<file path="config.mk">
export PLATFORM = sky130hd
export DESIGN_NAME = dual_path_xcvr
export DESIGN_NICKNAME = d
export VERILOG_FILES = /design/src/rtl/xcvr_pkg.sv /design/src/rtl/xcvr_edge_det.sv /design/src/rtl/xcvr_store_cell.sv /design/src/rtl/dual_path_xcvr.sv
export SDC_FILE = /design/constraint.sdc
export NUM_CORES = 1
export LEC_CHECK = 0
export BUFFER_PORTS_ARGS = -buffer_cell sky130_fd_sc_hd__clkbuf_2
export CELL_PAD_IN_SITES_DETAIL_PLACEMENT = 0
export CELL_PAD_IN_SITES_GLOBAL_PLACEMENT = 1
export CORE_MARGIN = 4
export CORE_UTILIZATION = 39
export CTS_CLUSTER_SIZE = 30
export DETAILED_ROUTE_END_ITERATION = 12
export PLACE_DENSITY_LB_ADDON = 0.1
export SLEW_MARGIN = 20
export SYNTH_ARGS = -nofsm -noshare
export SYNTH_HDL_FRONTEND = slang
export SYNTH_SLANG_ARGS = --single-unit
</file>
<file path="constraint.sdc">
create_clock -name clk_i -period 2 [get_ports clk_i]
set_input_delay 0.2 -clock clk_i [delete_from_list [all_inputs] [get_ports clk_i]]
set_output_delay 0.2 -clock clk_i [all_outputs]
set_load 0.005 [all_outputs]
</file>
<file path="src/rtl/xcvr_pkg.sv">
package xcvr_pkg;
  parameter int unsigned XCVR_W = 18;
  localparam int unsigned N_DIR = 2;

  typedef struct packed {
    logic oe_n;
    logic le;
    logic cp;
    logic ce_n;
  } dir_ctrl_t;
endpackage

</file>
<file path="src/rtl/xcvr_edge_det.sv">
module xcvr_edge_det (
  input  logic clk_i,
  input  logic rst_ni,
  input  logic cp_i,
  output logic rise_o
);
  logic cp_q;

  always_ff @(posedge clk_i or negedge rst_ni) begin
    if (!rst_ni) cp_q <= 1'b0;
    else         cp_q <= cp_i;
  end

  assign rise_o = cp_i & ~cp_q;
endmodule

</file>
<file path="src/rtl/xcvr_store_cell.sv">
module xcvr_store_cell #(
  parameter int unsigned W = 18
) (
  input  logic         clk_i,
  input  logic         rst_ni,
  input  logic [W-1:0] src_i,
  input  logic         le_i,
  input  logic         ce_ni,
  input  logic         rise_i,
  output logic [W-1:0] out_o
);
  logic [W-1:0] store_q;
  logic         load;

  assign load = le_i | (~ce_ni & rise_i);

  always_ff @(posedge clk_i or negedge rst_ni) begin
    if (!rst_ni)   store_q <= '0;
    else if (load) store_q <= src_i;
  end

  // transparent while le_i, stored value otherwise
  assign out_o = le_i ? src_i : store_q;

  assert_le_track_R7: assert property (@(posedge clk_i) disable iff (!rst_ni)
    le_i |=> (store_q == $past(src_i)));
  assert_capture_R4: assert property (@(posedge clk_i) disable iff (!rst_ni)
    (!le_i && !ce_ni && rise_i) |=> (store_q == $past(src_i)));
  assert_hold_R5: assert property (@(posedge clk_i) disable iff (!rst_ni)
    (!le_i && !rise_i) |=> $stable(store_q));
  assert_ce_block_R6: assert property (@(posedge clk_i) disable iff (!rst_ni)
    (!le_i && ce_ni) |=> $stable(store_q));
endmodule

</file>
<file path="src/rtl/dual_path_xcvr.sv">
module dual_path_xcvr
  import xcvr_pkg::*;
#(
  parameter int unsigned W = XCVR_W
) (
  input  logic         clk_i,
  input  logic         rst_ni,
  input  logic [W-1:0] a_in_i,
  output logic [W-1:0] a_out_o,
  output logic         a_drive_o,
  input  logic [W-1:0] b_in_i,
  output logic [W-1:0] b_out_o,
  output logic         b_drive_o,
  input  logic         ab_oe_ni,
  input  logic         ab_le_i,
  input  logic         ab_cp_i,
  input  logic         ab_ce_ni,
  input  logic         ba_oe_ni,
  input  logic         ba_le_i,
  input  logic         ba_cp_i,
  input  logic         ba_ce_ni,
  output logic         collide_o
);
  // index 0: A to B, index 1: B to A
  dir_ctrl_t    ctl [N_DIR];
  logic [W-1:0] src [N_DIR];
  logic [W-1:0] dst [N_DIR];
  logic [N_DIR-1:0] drv;

  assign ctl[0] = '{oe_n: ab_oe_ni, le: ab_le_i, cp: ab_cp_i, ce_n: ab_ce_ni};
  assign ctl[1] = '{oe_n: ba_oe_ni, le: ba_le_i, cp: ba_cp_i, ce_n: ba_ce_ni};
  assign src[0] = a_in_i;
  assign src[1] = b_in_i;

  for (genvar d = 0; d < N_DIR; d++) begin : g_dir
    logic rise;

    xcvr_edge_det u_edge (
      .clk_i  (clk_i),
      .rst_ni (rst_ni),
      .cp_i   (ctl[d].cp),
      .rise_o (rise)
    );

    xcvr_store_cell #(.W(W)) u_cell (
      .clk_i  (clk_i),
      .rst_ni (rst_ni),
      .src_i  (src[d]),
      .le_i   (ctl[d].le),
      .ce_ni  (ctl[d].ce_n),
      .rise_i (rise),
      .out_o  (dst[d])
    );

    assign drv[d] = ~ctl[d].oe_n;
  end

  assign b_out_o   = dst[0];
  assign b_drive_o = drv[0];
  assign a_out_o   = dst[1];
  assign a_drive_o = drv[1];
  assign collide_o = &drv;

  assert_collide_R9: assert property (@(posedge clk_i) disable iff (!rst_ni)
    collide_o |-> (a_drive_o && b_drive_o));
  assert_b_drive_R2: assert property (@(posedge clk_i) disable iff (!rst_ni)
    b_drive_o |-> !ab_oe_ni);
  assert_a_drive_R2: assert property (@(posedge clk_i) disable iff (!rst_ni)
    a_drive_o |-> !ba_oe_ni);
endmodule

</file>
Yosys cells after proc, flatten, opt, wreduce, memory -nomap -nowiden. Cells that the tools add are included.

Register bits: 38. Bits in latches: 0. Bits in writable memories: 0. Bits in read-only memories: 0. Input port bits: 46. Word-level logic and storage cells: 19. Memories: 0.

$add $sub $neg: 0. Multipliers: 0. Div/mod/pow operators: 0. Order comparisons: 0. Equal/unequal tests: 0. Shifts and indexed selects: 0. Multiplexer cells: 2. Bitwise operators: 12. Reductions and logical operators: 1.

Operators by type and width (number): $mux W18 (2); $not A1 Y1 (6); $and A1 B1 Y1 (4); $or A1 B1 Y1 (2); $reduce_and A2 Y1 (1).

Longest topological paths before layout.
Depth in word-level cells: 4. Gate-level depth with buffers: 5. Mapped depth without buffers: 2.

Cells and area by module. A second synthesis with hierarchy kept.

Cells, all modules: 125. Area total of the unflattened synthesis: 1988.2 um^2.

Modules (own cells, without submodules): xcvr_store_cell (times used 2, cells each 59, area each 949.7 um^2, sequential area each 450.4 um^2); xcvr_edge_det (times used 2, cells each 2, area each 38.8 um^2, sequential area each 25.0 um^2); dual_path_xcvr (times used 1, cells each 3, area each 11.3 um^2, sequential area each 0.0 um^2).

Worst setup path before layout. No wires, ideal clock.

Kind: reg2reg. Start point: reg g_dir[0].u_edge.cp_q. End point: reg g_dir[0].u_cell.store_q[0]. Data arrival time: 1.066 ns. Setup slack: 0.803 ns. Stages on the path, launching flop included: 5. Buffers on the path: 2. Clock period less this slack: 1.197 ns. Path through: dfrtp_1 buf_2 nor3b_4 buf_6 o211ai_1.

Cells in the longest elaborated chain, start to end: 4.

Ends and longest elaborated chain: start, declared (RTL line xcvr_edge_det.sv:7) `logic cp_q;`; start signal, assigned (RTL line xcvr_edge_det.sv:11) `else cp_q <= cp_i;`; $not A1 Y1 (RTL line xcvr_edge_det.sv:14) `assign rise_o = cp_i & ~cp_q;`; $and A1 B1 Y1 (RTL line xcvr_edge_det.sv:14); $and A1 B1 Y1 (RTL line xcvr_store_cell.sv:15) `assign load = le_i | (~ce_ni & rise_i);`; $or A1 B1 Y1 (RTL line xcvr_store_cell.sv:15); end signal, assigned (RTL line xcvr_store_cell.sv:19) `else if (load) store_q <= src_i;`; end, declared (RTL line xcvr_store_cell.sv:12) `logic [W-1:0] store_q;`.

No other way between the ends. A chain may end at the register's enable or synchronous reset.

Final worst setup path.
Start point: in ba_le_i. End point: out a_out_o[16].

Cells in the longest elaborated chain, start to end: 1.

Ends and longest elaborated chain: start, declared (RTL line dual_path_xcvr.sv:19) `input logic ba_le_i,`; $mux W18 (RTL line xcvr_store_cell.sv:23) `assign out_o = le_i ? src_i : store_q;`; end, declared (RTL line dual_path_xcvr.sv:9) `output logic [W-1:0] a_out_o,`.

No other way between the ends.

==> flow_metrics.py <==
metrics = {
    "status": {
        "status": "finished clean",
    },
    "yosys": {
        "synth_ff_type": "dfrtp_1",
        "netlist.area_leader.share": 0.4187,
        "synth_cell_types": 11,
        "syn_nets": 289,
        "synth_edf_count": 0,
        "synth-async-reset-ratio": 1.000,
        "synth_area_sq_um": 2271,
        "syn_area_per_cell_sq_um": 9.345,
        "synth_top_area_cell": "dfrtp_1",
        "yosys_register_bits": 38,
        "synth.area.top_cells": "dfrtp_1, nand4bb_1, nand2_1",
        "yosysWarnings": 0,
        "netlist_instances": 243,
        "synth_common_cells": "nand2_1, dfrtp_1, nand2b_1, nand4bb_1, o211ai_1",
        "synth-seq-area-share": 0.4187,
        "synth_most_common_cell": "nand2_1",
    },
    "clock_network": {
        "cts_tree": "done",
        "cts_resized": 0,
        "htreeDepth": 2,
        "clkSlewWorstSetupHoldPaths_ns": 0.08,
        "clk_latency_ns": 0.29,
        "root_buffer": "clkbuf_8",
        "cts_buffers": 5,
        "cts.path.max_buffers": 2,
        "cts_sinks": 38,
    },
    "final_layout": {
        "nFillCells": 577,
        "diodes": 0,
        "final_cells": 395,
        "area_delta_synth_final_pct": 27.11,
        "nets": 368,
        "final_util": 0.5178,
        "drive_gt1_frac": 0.3127,
    },
    "placement": {
        "place_hpwl_microns": 3832,
        "placedCellCount": 386,
        "io_buffers": 84,
        "place.gp.congestion": 0.7481,
    },
    "routing": {
        "drtAntennaViolNets": 0,
        "routed.top_layer": "met4",
        "wl_per_cell_microns": 14.02,
        "drc_errors": 0,
        "drtIter0Drc": 71,
        "dr.pass1.iters": 4,
        "wl_met3_microns": 329,
        "vias": 2017,
        "m1WireLength_microns": 2630,
        "avgViaCountPerCell": 5.106,
        "route.met2.wl_microns": 2524,
        "drt_wl_total_microns": 5538,
    },
    "critical_path": {
        "end_kind": "output port",
        "cp_top_family": "buffers and inverters",
        "r2r-end": "g_dir[1].u_cell.store_q[12]",
        "slowest_delay_ns": 0.45,
        "r2r_slack_ns": 0.75,
        "crit_slowest_cell": "clkbuf_2",
        "endpoint": "a_out_o[16]",
        "worstPathCellList": "clkbuf_2 > nand2b_1 > nand2_1 > clkbuf_2",
        "cp.depth": 4,
        "cp.required_ns": 1.80,
        "crit_type": "in2out",
        "startpoint_type": "input pin",
        "rr_startpoint": "g_dir[1].u_edge.cp_q",
        "worstSetupStartpoint": "ba_le_i",
        "critPathMostFrequentCell": "clkbuf_2",
        "critPathBufInv": 2,
        "reg2reg_depth": 3,
        "crit_path_max_fanout": 36,
        "worstPathArrival_ns": 1.07,
    },
    "timing": {
        "worst_pin_slew_ns": 0.7493,
        "slew_headroom": 0.5005,
        "min_period_ns": 1.267,
        "drv_slew": 0,
        "setup_viol": 0,
        "fmax_ghz": 0.7894,
        "finalSetupTns_ns": 0,
        "whs_ns": 0.1665,
        "min_period_over_period": 0.6334,
        "hold_viol_final": 0,
        "clock_skew_ns": 0.004866,
        "rsz0062_at_grt": "no",
    },
    "die": {
        "die_x_microns": 84.31,
        "rows": 27,
        "pin_count": 85,
        "die-area_sq_um": 7107,
        "die_y_microns": 84.31,
        "fp.coreArea_sq_um": 5574,
        "initial_core_util": 0.4074,
    },
    "global_route": {
        "grt_usage": 0.1602,
        "grt_antenna_before_repair": 0,
        "overflow": 0,
        "grt_max_degree": 37,
        "grt_pass1_wl_microns": 9473,
        "grt_pass1_vias": 2022,
    },
    "power": {
        "ir_worst_vdd_mv": 0.3797,
        "leakagePower_nw": 1.401,
        "p_per_area_nw_per_um2": 728.1,
        "power.total_mw": 2.102,
    },
    "job": {
        "maxCapViolCount": 0,
    },
    "hold_path": {
        "hold_class": "in2reg",
    },
}
[worst register-to-register path: stages (launching register included)]
cell and delay (ns):
dfrtp_1 0.42, nor3b_4 0.31, buf_4 0.27, o211ai_1 0.13
[worst min-delay path by stage]
stage | start | end | slack [ns] | cells past startpoint
after CTS | a_in_i[11] | g_dir[0].u_cell.store_q[11] | 0.16 | 3
after detailed placement | rst_ni | g_dir[0].u_cell.store_q[3] | 0.30 | 1
after global placement | rst_ni | g_dir[0].u_cell.store_q[3] | 0.30 | 1
after global routing | a_in_i[8] | g_dir[0].u_cell.store_q[8] | 0.18 | 3
after floorplan | rst_ni | g_dir[0].u_cell.store_q[0] | -0.1 | 0
final | b_in_i[17] | g_dir[1].u_cell.store_q[17] | 0.17 | 3
[power by group]
part / switching [mW] / leakage, nW / total [mW] / internal, mW
Combinational: 0.217 / 0.873 / 0.414 / 0.197
Clock: 0.288 / 0.0714 / 0.820 / 0.532
Sequential: 0.0228 / 0.456 / 0.868 / 0.845
Total: 0.527 / 1.40 / 2.10 / 1.57
[per-stage QoR]
| stage | cell area [sq um] | setup slack, ns |
|---|---|---|
| 6_report | 2887 | 0.7332 |
| 5_1_grt | 2887 | 0.6021 |
| 4_1_cts | 2887 | 0.7236 |
| 3_5_place_dp | 2734 | 0.6750 |
| 3_3_place_gp | 2734 | 0.6755 |
| 2_1_floorplan | 2271 | 0.8032 |
[layout by cell type, fill, tap and decap left out]
master / synthesis / layout
nor3b_4: 2 / 2
o211ai_1: 36 / 36
nand2_1: 72 / 72
clkbuf_8: 0 / 6
buf_4: 0 / 7
clkbuf_2: 0 / 84
inv_1: 2 / 2
nand2b_1: 36 / 36
nor2_1: 1 / 1
nand4bb_1: 36 / 36
dlygate4sd3_1: 0 / 1
dfrtp_1: 38 / 38
bufinv_16: 0 / 2
[repair_timing]
item                                   in CTS  in global routing
setup buffers                               0                  0
endpoints found under the hold margin      28                  0
hold buffers                                1                  0
[state kept, by name, summed over array words and instances (netlist names)]
register	count
g_dir.u_cell.store_q	36
g_dir.u_edge.cp_q	2
[per-layer routing]
metal | GRT usage | vias to the layer above
met3 | 0.03533 | 5
met5 | 0 | -
met2 | 0.2582 | 54
met4 | 0.03947 | 0
li1 | - | 1023
met1 | 0.2190 | 935
[cell families (layout without fill, tap and decap cells)]
family / after synthesis / count (layout) / share of synthesized area
AOI/OAI and AO/OA: 36 / 36 / 0.1190
buffers and inverters: 22 / 102 / 0.04739
DFF: 38 / 38 / 0.4187
and+or+nand+nor: 147 / 147 / 0.4149
[final cells by class]
type / instances / area [sq um] / share of cell area
Tap cell: 72 / 90.09 / 0.03121
Inverter: 2 / 7.507 / 0.002601
Sequential cell: 38 / 950.9 / 0.3294
Multi-Input combinational cell: 183 / 1212 / 0.4200
Clock buffer: 6 / 82.58 / 0.02861
Clock inverter: 2 / 60.06 / 0.02081
Timing Repair Buffer: 92 / 483.0 / 0.1673
No activity file was read; power rests on OpenSTA's default activity.
